--- src/rtl/txd_pkg.sv ---
package txd_pkg;

  typedef enum logic [3:0] {
    S_IDLE, S_OWN_RD, S_OWN_CHK, S_HDR_RD, S_HDR_CAP,
    S_XFER_RD, S_XFER_CAP, S_XFER_WR, S_WAIT_TX,
    S_CLR, S_CLR_DROP, S_WB_LO, S_WB_HI, S_ADV
  } txd_state_e;

  localparam int unsigned OFF_LINK_LO = 0;
  localparam int unsigned OFF_LINK_HI = 1;
  localparam int unsigned OFF_CNT_LO  = 3;
  localparam int unsigned OFF_CNT_HI  = 4;
  localparam int unsigned OFF_STAT_LO = 5;
  localparam int unsigned OFF_STAT_HI = 6;
  localparam int unsigned OFF_DATA    = 7;

  // header fetch order: count first, then link
  function automatic logic [2:0] hdr_offset(input logic [1:0] step);
    case (step)
      2'd0:    return 3'(OFF_CNT_LO);
      2'd1:    return 3'(OFF_CNT_HI);
      2'd2:    return 3'(OFF_LINK_LO);
      default: return 3'(OFF_LINK_HI);
    endcase
  endfunction

  function automatic logic owned(input logic [7:0] stat_hi);
    return stat_hi[7];
  endfunction

  function automatic logic [7:0] released_hi(input logic [15:0] st);
    return {1'b0, st[14:8]};
  endfunction

endpackage

--- src/rtl/txd_len_cnt.sv ---
module txd_len_cnt #(
  parameter int LW = 16
) (
  input  logic          clk,
  input  logic          rst_n,
  input  logic          load,
  input  logic [LW-1:0] load_val,
  input  logic          dec,
  output logic          is_zero,
  output logic          is_last
);
  logic [LW-1:0] cnt_q;

  always_ff @(posedge clk) begin
    if (!rst_n)    cnt_q <= '0;
    else if (load) cnt_q <= load_val;
    else if (dec)  cnt_q <= cnt_q - LW'(1);
  end

  assign is_zero = (cnt_q == '0);
  assign is_last = (cnt_q == LW'(1));

  assert_dec_nonzero_R2: assert property (@(posedge clk) disable iff (!rst_n)
    dec |-> !is_zero);
endmodule

--- src/rtl/txd_addr_unit.sv ---
module txd_addr_unit
  import txd_pkg::*;
#(
  parameter int AW = 16,
  parameter logic [AW-1:0] START_ADDR = '0
) (
  input  logic          clk,
  input  logic          rst_n,
  input  logic          adv,
  input  logic [AW-1:0] link,
  input  logic          frame_start,
  input  logic          step,
  output logic [AW-1:0] desc_base,
  output logic [AW-1:0] data_ptr
);
  always_ff @(posedge clk) begin
    if (!rst_n) begin
      desc_base <= START_ADDR;
      data_ptr  <= '0;
    end else begin
      if (adv) desc_base <= link;
      if (frame_start)  data_ptr <= desc_base + AW'(OFF_DATA);
      else if (step)    data_ptr <= data_ptr + AW'(1);
    end
  end
endmodule

--- src/rtl/tx_desc_dma.sv ---
module tx_desc_dma
  import txd_pkg::*;
#(
  parameter int AW = 16,
  parameter logic [AW-1:0] START_ADDR = '0
) (
  input  logic          clk,
  input  logic          rst_n,
  input  logic          start,
  output logic          mem_req,
  output logic          mem_we,
  output logic [AW-1:0] mem_addr,
  output logic [7:0]    mem_wdata,
  input  logic [7:0]    mem_rdata,
  output logic          fifo_wr,
  output logic [7:0]    fifo_data,
  input  logic          fifo_full,
  output logic          fifo_clr,
  input  logic          clr_ack,
  input  logic          retry_req,
  input  logic          abort_req,
  input  logic          tx_done,
  input  logic [15:0]   tx_status,
  output logic          done_irq
);
  localparam int LW = 16;

  txd_state_e    state_q, state_d;
  logic [1:0]    step_q;
  logic [7:0]    cnt_lo_q, byte_q;
  logic [15:0]   link_q, stat_q;
  logic          abort_q;
  logic          cnt_load, cnt_dec, cnt_zero, cnt_last;
  logic          frame_start, ptr_step, adv;
  logic [AW-1:0] desc_base, data_ptr;
  logic          evt;

  assign evt = retry_req | abort_req;

  txd_len_cnt #(.LW(LW)) u_cnt (
    .clk(clk), .rst_n(rst_n), .load(cnt_load),
    .load_val({mem_rdata, cnt_lo_q}), .dec(cnt_dec),
    .is_zero(cnt_zero), .is_last(cnt_last)
  );

  txd_addr_unit #(.AW(AW), .START_ADDR(START_ADDR)) u_addr (
    .clk(clk), .rst_n(rst_n), .adv(adv), .link(AW'(link_q)),
    .frame_start(frame_start), .step(ptr_step),
    .desc_base(desc_base), .data_ptr(data_ptr)
  );

  always_comb begin
    state_d = state_q;
    mem_req = 1'b0;  mem_we = 1'b0;  mem_addr = desc_base;  mem_wdata = '0;
    fifo_wr = 1'b0;  fifo_clr = 1'b0;  done_irq = 1'b0;
    cnt_load = 1'b0; cnt_dec = 1'b0; frame_start = 1'b0; ptr_step = 1'b0; adv = 1'b0;
    case (state_q)
      S_IDLE:    if (start) state_d = S_OWN_RD;
      S_OWN_RD: begin
        mem_req = 1'b1; mem_addr = desc_base + AW'(OFF_STAT_HI);
        state_d = S_OWN_CHK;
      end
      S_OWN_CHK: state_d = owned(mem_rdata) ? S_HDR_RD : S_IDLE;
      S_HDR_RD: begin
        mem_req = 1'b1; mem_addr = desc_base + AW'(hdr_offset(step_q));
        state_d = S_HDR_CAP;
      end
      S_HDR_CAP: begin
        cnt_load = (step_q == 2'd1);
        if (step_q == 2'd3) begin
          frame_start = 1'b1;
          state_d = cnt_zero ? S_WAIT_TX : S_XFER_RD;
        end else state_d = S_HDR_RD;
      end
      S_XFER_RD: begin
        if (evt) state_d = S_CLR;
        else begin
          mem_req = 1'b1; mem_addr = data_ptr; state_d = S_XFER_CAP;
        end
      end
      S_XFER_CAP: state_d = evt ? S_CLR : S_XFER_WR;
      S_XFER_WR: begin
        if (evt) state_d = S_CLR;
        else if (!fifo_full) begin
          fifo_wr = 1'b1; cnt_dec = 1'b1; ptr_step = 1'b1;
          state_d = cnt_last ? S_WAIT_TX : S_XFER_RD;
        end
      end
      S_WAIT_TX: begin
        if (evt) state_d = S_CLR;
        else if (tx_done) state_d = S_WB_LO;
      end
      S_CLR: begin
        fifo_clr = 1'b1;
        if (clr_ack) state_d = S_CLR_DROP;
      end
      S_CLR_DROP: if (!evt) state_d = abort_q ? S_WB_LO : S_HDR_RD;
      S_WB_LO: begin
        mem_req = 1'b1; mem_we = 1'b1;
        mem_addr = desc_base + AW'(OFF_STAT_LO); mem_wdata = stat_q[7:0];
        state_d = S_WB_HI;
      end
      S_WB_HI: begin
        mem_req = 1'b1; mem_we = 1'b1;
        mem_addr = desc_base + AW'(OFF_STAT_HI); mem_wdata = released_hi(stat_q);
        state_d = S_ADV;
      end
      S_ADV: begin
        done_irq = !abort_q; adv = 1'b1; state_d = S_OWN_RD;
      end
      default: state_d = S_IDLE;
    endcase
  end

  always_ff @(posedge clk) begin
    if (!rst_n) begin
      state_q <= S_IDLE; step_q <= '0; cnt_lo_q <= '0; byte_q <= '0;
      link_q <= '0; stat_q <= '0; abort_q <= 1'b0;
    end else begin
      state_q <= state_d;
      if (state_d == S_HDR_RD && state_q != S_HDR_CAP) step_q <= '0;
      if (state_q == S_HDR_CAP) begin
        step_q <= step_q + 2'd1;
        case (step_q)
          2'd0:    cnt_lo_q      <= mem_rdata;
          2'd2:    link_q[7:0]   <= mem_rdata;
          2'd3:    link_q[15:8]  <= mem_rdata;
          default: ;
        endcase
      end
      if (state_q == S_XFER_CAP) byte_q <= mem_rdata;
      if (state_d == S_CLR && state_q != S_CLR) begin
        abort_q <= abort_req;
        if (abort_req) stat_q <= tx_status;
      end
      if (state_q == S_WAIT_TX && state_d == S_WB_LO) stat_q <= tx_status;
      if (state_q == S_ADV) abort_q <= 1'b0;
    end
  end

  assign fifo_data = byte_q;

  assert_no_write_full_R3: assert property (@(posedge clk) disable iff (!rst_n)
    fifo_wr |-> !fifo_full);
  assert_no_write_in_event_R8: assert property (@(posedge clk) disable iff (!rst_n)
    fifo_wr |-> !(retry_req || abort_req));
  assert_clr_hold_R8: assert property (@(posedge clk) disable iff (!rst_n)
    (fifo_clr && !clr_ack) |=> fifo_clr);
  assert_own_cleared_R4: assert property (@(posedge clk) disable iff (!rst_n)
    (mem_we && mem_addr == desc_base + AW'(OFF_STAT_HI)) |-> !mem_wdata[7]);
  assert_irq_pulse_R5: assert property (@(posedge clk) disable iff (!rst_n)
    done_irq |=> !done_irq);
  assert_idle_quiet_R7: assert property (@(posedge clk) disable iff (!rst_n)
    (state_q == S_IDLE && !start) |=> !mem_req);
endmodule

--- config.mk ---
export PLATFORM = sky130hd
export DESIGN_NAME = tx_desc_dma
export DESIGN_NICKNAME = d
export VERILOG_FILES = /design/src/rtl/txd_pkg.sv /design/src/rtl/txd_len_cnt.sv /design/src/rtl/txd_addr_unit.sv /design/src/rtl/tx_desc_dma.sv
export SDC_FILE = /design/constraint.sdc
export NUM_CORES = 1
export LEC_CHECK = 0
export BUFFER_PORTS_ARGS = -buffer_cell sky130_fd_sc_hd__buf_2
export CAP_MARGIN = 0
export CORE_UTILIZATION = 52
export CTS_BUF_LIST = sky130_fd_sc_hd__clkbuf_2 sky130_fd_sc_hd__clkbuf_4 sky130_fd_sc_hd__clkbuf_8
export CTS_CLUSTER_DIAMETER = 60
export DETAILED_ROUTE_END_ITERATION = 8
export PLACE_DENSITY_LB_ADDON = 0.25
export SYNTH_ARGS = -nofsm -noshare
export SYNTH_HDL_FRONTEND = slang
export SYNTH_HIERARCHICAL = 1
export SYNTH_SLANG_ARGS = --single-unit
export TNS_END_PERCENT = 20
--- constraint.sdc ---
create_clock -name clk -period 3.8 [get_ports clk]
set_input_delay 0.19 -clock clk [delete_from_list [all_inputs] [get_ports clk]]
set_output_delay 0.19 -clock clk [all_outputs]
set_load 0.02 [all_outputs]
## After elaboration in Yosys (flattened, before gate mapping)

Cells that the tools add are included.

- Add/subtract/negate cells: 7
- Eq/ne operators: 22
- Mux-type cells: 41
- Bitwise logic cells: 2
- Reductions and logical operators: 20

Operators by type and width:

| operator | count |
|---|---|
| 16-bit two-way mux | 5 |
| 16-bit case mux with 4 select lines | 1 |
| 4-bit case mux with 14 select lines | 1 |
| 4-bit two-way mux | 13 |
| 16-bit by 3-bit adder with 16-bit output, second input constant | 3 |
| 15-bit two-way mux | 3 |
| 4-bit == test, second input constant | 8 |
| 16-bit by 1-bit adder with 16-bit output, second input constant | 1 |
| 16-bit by 3-bit adder with 16-bit output | 1 |
| 16-bit by 1-bit == test with 1-bit output, second input constant | 1 |
| 4-bit by 3-bit == test with 1-bit output, second input constant | 4 |
| 16-bit zero test | 1 |
| 8-bit case mux with 2 select lines | 1 |
| 16-bit by 1-bit subtractor with 16-bit output, second input constant | 1 |
| 4-bit by 2-bit == test with 1-bit output, second input constant | 3 |
| 1-bit two-way mux | 11 |
| 2-bit nonzero test | 5 |
| 3-bit case mux with 3 select lines | 1 |
| 2-bit AND reduction | 4 |
| 2-bit two-way mux | 3 |
| 2-bit OR reduction | 3 |
| 2-bit == test, second input constant | 2 |
| 4-bit by 1-bit == test with 1-bit output, second input constant | 1 |
| 4-bit zero test | 1 |
| 12 further kinds | 14 |

- Bits in registers: 102
- Input bits: 32
- Output and inout bits: 37

## Logic depth before layout (Yosys ltp)

Gate-level depths: netlist of the first run.

- Word-level depth: 9
- Mapped depth: 15

## Cells and area by module

The synthesis of the first run kept the hierarchy.

Modules (own cells, without submodules):

| module | instances | cells an instance | area each (µm²) |
|---|---|---|---|
| tx_desc_dma | 1 | 448 | 3487.1 |
| txd_addr_unit | 1 | 176 | 1691.6 |
| txd_len_cnt | 1 | 106 | 885.8 |

## Least setup slack after synthesis of the first run

OpenSTA, ideal clock, no wires.

- Path type: register to output
- From: register state_q[0]
- To: output port mem_addr[10]
- Data arrival time: 2.883 ns
- Setup slack: 0.727 ns
- Stages on the path, launching flop included: 16
- Path buffers: 2
- Cells stage by stage: dfxtp_1 -> buf_6 -> nand2_1 -> nor2_1 -> clkbuf_1 -> nand2_1 -> nand2_1 -> ha_1 -> inv_1 -> fa_1 -> nor2b_1 -> o21ai_0 -> o22a_1 -> nor2_1 -> nand4_1 -> o211ai_1

- Word-level cells in the longest chain between the ends: 3
- Elaborated cells on any way between the ends: 7
- Classes of those cells: 5 x eq/ne; 1 x mux; 1 x reduce/logical

Ends and longest elaborated chain:

| element | RTL line | text |
|---|---|---|
| from (decl) | tx_desc_dma.sv:28 | `txd_state_e state_q, state_d;` |
| from (signal assigned) | tx_desc_dma.sv:120 | `state_q <= state_d;` |
| 4-bit == test or 4-bit by 1-bit == test with 1-bit output (tied branches) | tx_desc_dma.sv:57 | `case (state_q)` |
| 2-bit OR reduction (no line) | -- |  |
| 16-bit case mux with 4 select lines (*) | tx_desc_dma.sv:57 |  |
| to (decl) | tx_desc_dma.sv:12 | `output logic [AW-1:0] mem_addr,` |

Every way passes the cells marked *; elsewhere a longest branch is shown, timed or not.

## Worst setup path after layout of the first run

- From: register step_q[0]
- To: output port mem_addr[10]

- Word-level cells in the longest chain between the ends: 5
- Elaborated cells on any way between the ends: 7
- Classes of those cells: 1 x add/sub; 2 x eq/ne; 3 x mux; 1 x reduce/logical

Ends and longest elaborated chain:

| element | RTL line | text |
|---|---|---|
| from (decl) | tx_desc_dma.sv:29 | `logic [1:0] step_q;` |
| from (signal assigned) | tx_desc_dma.sv:123 | `step_q <= step_q + 2'd1;` |
| 2-bit == test (tied with other cells) | txd_pkg.sv:19 | `case (step)` |
| 3-bit case mux with 3 select lines (*) | txd_pkg.sv:19 |  |
| 3-bit two-way mux (*) | tx_desc_dma.sv:57 |  |
| 16-bit by 3-bit adder with 16-bit output (*) | tx_desc_dma.sv:65 | `mem_req = 1'b1; mem_addr = desc_base + AW'(hdr_offset(step_q));` |
| 16-bit case mux with 4 select lines (*) | tx_desc_dma.sv:57 |  |

Every way passes the cells marked *; elsewhere a longest branch is shown, timed or not. The select of a mux whose other input is x is not followed.

==> flow_summary.json, run 1 <==
{
  "status": "finished, final reports clean",
  "worstSetupEndpointType": "primary output",
  "r2r_start": "u_cnt/cnt_q[5]",
  "synth_top_area_cell": "dfxtp_1",
  "start_util": 0.5334,
  "grt_usage": 0.2515,
  "power_switching_uw": 542.3,
  "placed_area_mm2": 0.006451,
  "wire_per_inst_um": 15.71,
  "std_cell_rows": 39,
  "io_pins": 69,
  "first_global_vias": 4954,
  "area_delta_synth_final_pct": 9.511,
  "synth_compound_area_frac": 0.1933,
  "cts_resized": 0,
  "antenna_cells": 0,
  "drv_cap": 0,
  "synth_simple_gate_area_frac": 0.2808,
  "finalCriticalPeriod_ns": 3.425,
  "synthArstFlopShare": 0,
  "avgSynthCellArea_um2": 8.308,
  "ys_seq_elements": 102,
  "setup_viol": 0,
  "synthTopCellsByArea": "dfxtp_1, nand2_1, mux2i_1",
  "whs_path_depth": 3,
  "synth_fa_ha_area_frac": 0.03218,
  "gp_congestion": 0.9006,
  "grt_max_degree": 65,
  "swShare": 0.2797,
  "clock_latency_ns": 0.40,
  "synth_mux_area_frac": 0.05302,
  "synth_top_family_by_area": "simple AND/OR/NAND/NOR gates",
  "r2r_end": "stat_q[2]",
  "worst_slew_pin_slew_ns": 0.9549,
  "crit_path_max_fanout": 5,
  "synth_flop_cell": "dfxtp_1",
  "hp-class": "primary input to flop",
  "clkSinkCount": 102,
  "wirelength_um": 14550,
  "cts_setup_buffers": 0,
  "pwr-share-seq": 0.555,
  "multiInputGateArea_mm2": 0.003756,
  "dpl.hpwl_um": 10450,
  "r2r_cells": 10,
  "ant_nets": 0,
  "die_width_um": 110.0,
  "cts_hold_buf": 0,
  "pwr-share-clk": 0.349,
  "p_leak_uw": 0.002579,
  "ys_warn_count": 6,
  "io_buffers": 67,
  "clk_pin_slew_ns": 0.11,
  "die_y_um": 110.0,
  "worst-setup-path-type": "flop to primary output",
  "clockBufferDepth": 2,
  "p_comb_frac": 0.097,
  "startpoint_type": "flop",
  "critPathLaunch": "step_q[0]",
  "hold_violations": 0,
  "grt_pass1_wl_um": 23790,
  "dp_worst_setup_slack_ns": 0.5769,
  "synth_top_cell_area_share": 0.3367,
  "regArea_mm2": 0.002042,
  "syn_nets": 777,
  "antenna_found_initial": 0,
  "drive_gt1_frac": 0.1622,
  "yosys.area_share.xor_xnor": 0.05921,
  "max_freq_mhz": 292.0,
  "whs_ns": 0.02274,
  "nFillCells": 1068,
  "ir_drop_mv": 0.2431,
  "fin_crit_sh": 0.9012,
  "drv_slew": 0,
  "synth_area_mm2": 0.006065,
  "relSlewSlack": 0.3634,
  "crit_arrival_ns": 3.23,
  "crit_end": "mem_addr[10]",
  "synthCells": 730,
  "root_buffer": "clkbuf_8",
  "overflow": 0,
  "drc_errors": 0,
  "synth_cell_types": 77,
  "num_vias": 5379,
  "clock_skew_ns": 0.01237,
  "grt_setup_unrepaired": "no",
  "final_area_mm2": 0.006641,
  "synth_edf_count": 0,
  "power_uw": 1939,
  "fin_nets": 825,
  "cts_tree": "done",
  "core_mm2": 0.01137,
  "regToRegSetupSlack_ns": 0.53,
  "dieArea_mm2": 0.01210,
  "numCtsBuffers": 9,
  "internal_power_uw": 1397,
  "layout_setup_ws_ns": 0.3754,
  "tns_ns": 0,
  "firstDrtPassIters": 6,
  "power.density_mw_per_mm2": 292.0,
  "ys_seq_area_frac": 0.3367,
  "routed_via_density": 5.809,
  "htree_levels": 3,
  "crit_required_ns": 3.61,
  "drtIter0Drc": 462
}
flip-flops by register name, indices dropped and copies added (netlist names):
| register | cells |
|---|---|
| u_addr/data_ptr | 16 |
| u_addr/desc_base | 16 |
| u_cnt/cnt_q | 16 |
| link_q | 16 |
| fifo_data | 8 |
| cnt_lo_q | 8 |
| step_q | 2 |
| abort_q | 1 |
| stat_q | 15 |
| state_q | 4 |
worst max-delay path, stage by stage (launching register included):
cell      delay [ns]
dfxtp_1         0.44
inv_1           0.12
ha_1            0.34
nand2_1         0.09
ha_1            0.17
inv_1           0.06
fa_1            0.39
nor2b_1         0.11
o21ai_0         0.14
o22a_1          0.31
nor2_1          0.15
nand4_1         0.11
o211ai_1        0.21
buf_2           0.20
synthesized netlist by cell type (all sizes together) (8+ instances only):
| cell type | number |
|---|---|
| dfxtp | 102 |
| and2 | 11 |
| inv | 16 |
| o21ai | 41 |
| nand4 | 16 |
| nand3 | 36 |
| o22ai | 10 |
| a21oi | 23 |
| a21boi | 35 |
| nor2b | 22 |
| buf | 13 |
| nor2 | 29 |
| mux2i | 31 |
| clkbuf | 27 |
| a31oi | 8 |
| ha | 14 |
| xor2 | 26 |
| nand2 | 135 |
| nand2b | 10 |
| o211a | 9 |
| nor3 | 14 |
| xnor2 | 15 |
how the worst min path moves through the flow:
| stage | start | to |
|---|---|---|
| 3_3_place_gp | tx_status[8] | stat_q[8] |
| 2_1_floorplan | rst_n | u_cnt/cnt_q[1] |
| 3_5_place_dp | tx_status[10] | stat_q[10] |
| 4_1_cts | tx_status[11] | stat_q[11] |
| 5_1_grt | tx_status[14] | stat_q[14] |
| 6_report | tx_status[11] | stat_q[11] |
cell families after synthesis:
kind of cell	after synthesis
AND/OR/NAND/NOR	318
flip-flops	102
XOR/XNOR	41
AO/OA/AOI/OAI	165
buffers and inverters	57
adder cells (fa/ha/maj)	15
multiplexers	32
layout by cell type, fill, tap and decap left out, types with 23 or more instances in the layout:
master,count
nand3_1,34
a21oi_1,23
nor2_1,27
buf_2,67
nand2_1,134
a21boi_0,34
mux2i_1,31
dfxtp_1,102
o21ai_0,39
xor2_1,26
per-layer routing:
metal	global-route usage	routed length [µm]	up-vias
met4	0.1076	304	0
met3	0.04350	783	27
li1	-	-	2671
met1	0.3203	6506	2522
met2	0.4179	6957	159
met5	0	0	-
final cells by class:
type | count | share of cell area
clock inverter | 7 | 0.009985
tap | 143 | 0.02694
inverter | 17 | 0.009608
multi-input combinational | 571 | 0.5656
timing repair buffer | 77 | 0.06179
sequential | 102 | 0.3075
clock buffer | 9 | 0.01865
per-stage QoR:
step,utilization,cells
CTS,0.5841,926
floorplan,-,730
global placement,0.5674,910
detailed placement,0.5674,910
global route,0.5841,926
finish,0.5841,926
power by group through the flow:
stage	logic (µW)	clock network [µW]	registers [µW]
after floorplan	130	0	1100
after global placement	182	0	1100
after detailed placement	185	0	1100
after CTS	186	702	1080
after global routing	205	740	1080
final	187	676	1080
Note: power is estimated with default switching activity, not from simulation.
==> run 2, diff against run 1 <==
--- a/config.mk
+++ b/config.mk
@@ -12,6 +12,7 @@
 export CTS_CLUSTER_DIAMETER = 60
 export DETAILED_ROUTE_END_ITERATION = 8
 export PLACE_DENSITY_LB_ADDON = 0.25
+export RECOVER_POWER = 50
 export SYNTH_ARGS = -nofsm -noshare
 export SYNTH_HDL_FRONTEND = slang
 export SYNTH_HIERARCHICAL = 1
==> run 2 against run 1 <==
Die area is the same. Combinational power hardly changed. Sequential cell count stayed put. Maximum frequency up 0.41%. Final area decreased by 0.41%. Total power barely moved. Cell count did not move. Largest power group unchanged.
==> flow_summary.json, run 2 (same netlist as run 1, synthesis figures left out) <==
{
  "status": "finished, final reports clean",
  "cts_setup_buffers": 0,
  "grt_pass1_wl_um": 23790,
  "clock_latency_ns": 0.40,
  "pwr-share-clk": 0.349,
  "drc_errors": 0,
  "routed_via_density": 5.825,
  "final_common_cell": "nand2_1",
  "worst_slew_pin_slew_ns": 0.9613,
  "drive_gt1_frac": 0.1430,
  "relSlewSlack": 0.3591,
  "overflow": 0,
  "clkSinkCount": 102,
  "p_leak_uw": 0.002514,
  "internal_power_uw": 1395,
  "cts_tree": "done",
  "power_switching_uw": 543.1,
  "wire_per_inst_um": 15.65,
  "crit_arrival_ns": 3.22,
  "max_freq_mhz": 293.2,
  "worstSetupEndpointType": "primary output",
  "crit_path_max_fanout": 5,
  "root_buffer": "clkbuf_8",
  "tns_ns": 0,
  "die_width_um": 110.0,
  "io_buffers": 67,
  "drv_cap": 0,
  "area_delta_synth_final_pct": 9.057,
  "first_global_vias": 4954,
  "start_util": 0.5334,
  "std_cell_rows": 39,
  "htree_levels": 3,
  "num_vias": 5394,
  "p_comb_frac": 0.096,
  "clockBufferDepth": 2,
  "worst-setup-path-type": "flop to primary output",
  "dieArea_mm2": 0.01210,
  "drtIter0Drc": 456,
  "firstDrtPassIters": 6,
  "grt_usage": 0.2515,
  "swShare": 0.2801,
  "power.density_mw_per_mm2": 293.1,
  "ir_drop_mv": 0.2442,
  "gp_congestion": 0.9006,
  "antenna_cells": 0,
  "whs_ns": 0.02144,
  "clock_skew_ns": 0.01223,
  "dpl.hpwl_um": 10450,
  "startpoint_type": "flop",
  "finalCriticalPeriod_ns": 3.410,
  "hp-class": "primary input to flop",
  "fin_crit_sh": 0.8975,
  "clk_pin_slew_ns": 0.11,
  "die_y_um": 110.0,
  "ant_nets": 0,
  "core_mm2": 0.01137,
  "numCtsBuffers": 9,
  "cts_hold_buf": 0,
  "setup_viol": 0,
  "crit_required_ns": 3.61,
  "io_pins": 69,
  "pwr-share-seq": 0.555,
  "wirelength_um": 14500,
  "antenna_found_initial": 0,
  "most-common-layout-cells": "nand2_1, dfxtp_1, buf_2",
  "cts_resized": 0,
  "grt_max_degree": 65,
  "hold_violations": 0,
  "fin_nets": 825,
  "grt_setup_unrepaired": "no",
  "drv_slew": 0
}
run 2: changes by cell type in the layout (fill, tap and decap cells not counted):
cell      change
nand2_2       -1
clkbuf_1     +14
nand2_1       +1
and2_1        -2
buf_2        -11
buf_4         -3
and2_0        +2
run 2: per-stage QoR:
step,setup slack (ns),cell area (µm²),instances,util,power (µW)
2_1_floorplan,0.7273,6065,730,-,1232
3_5_place_dp,0.5769,6451,910,0.5674,1285
4_1_cts,0.3560,6641,926,0.5841,1964
3_3_place_gp,0.7575,6451,910,0.5674,1282
5_1_grt,0.009377,6614,926,0.5817,2021
6_report,0.3895,6614,926,0.5817,1939
run 2: layout make-up:
| class | instances | area (µm²) |
|---|---|---|
| fill | 1081 | 4756 |
| multi-input combinational | 571 | 3754 |
| sequential | 102 | 2042 |
| timing repair buffer | 77 | 385.4 |
| tap | 143 | 178.9 |
| clock buffer | 9 | 123.9 |
| clock inverter | 7 | 66.31 |
| inverter | 17 | 63.81 |
run 2: worst max-delay path, cell delays in order, from the launching register on:
cell and delay (ns):
dfxtp_1 0.43, inv_1 0.12, ha_1 0.34, nand2_1 0.09
ha_1 0.17, inv_1 0.06, fa_1 0.39, nor2b_1 0.11
o21ai_0 0.14, o22a_1 0.31, nor2_1 0.15, nand4_1 0.11
o211ai_1 0.21, buf_2 0.19
run 2: worst paths after layout:
| kind | startpoint | endpoint | slack (ns) | cells past startpoint |
|---|---|---|---|---|
| worst max-delay path | step_q[0] | mem_addr[10] | 0.39 | 13 |
| worst min-delay path | tx_status[11] | stat_q[11] | 0.02 | 3 |
| worst max register to register | u_cnt/cnt_q[5] | stat_q[2] | 0.54 | 10 |
| worst min register to register | stat_q[7] | stat_q[7] | 0.46 | 2 |
run 2: power by group through the flow:
| stage | sequential [µW] | clock, µW | combinational (µW) |
|---|---|---|---|
| floorplan | 1100 | 0 | 130 |
| global placement | 1100 | 0 | 182 |
| detailed placement | 1100 | 0 | 185 |
| CTS | 1080 | 702 | 186 |
| global route | 1080 | 740 | 204 |
| finish | 1080 | 677 | 186 |
run 2: per-layer routing:
metal  wire [µm]  GRT usage  share of wire
met5           0          0              0
met4         280     0.1076          0.019
met3         788    0.04350          0.054
met2        7007     0.4179           0.48
met1        6418     0.3203           0.44
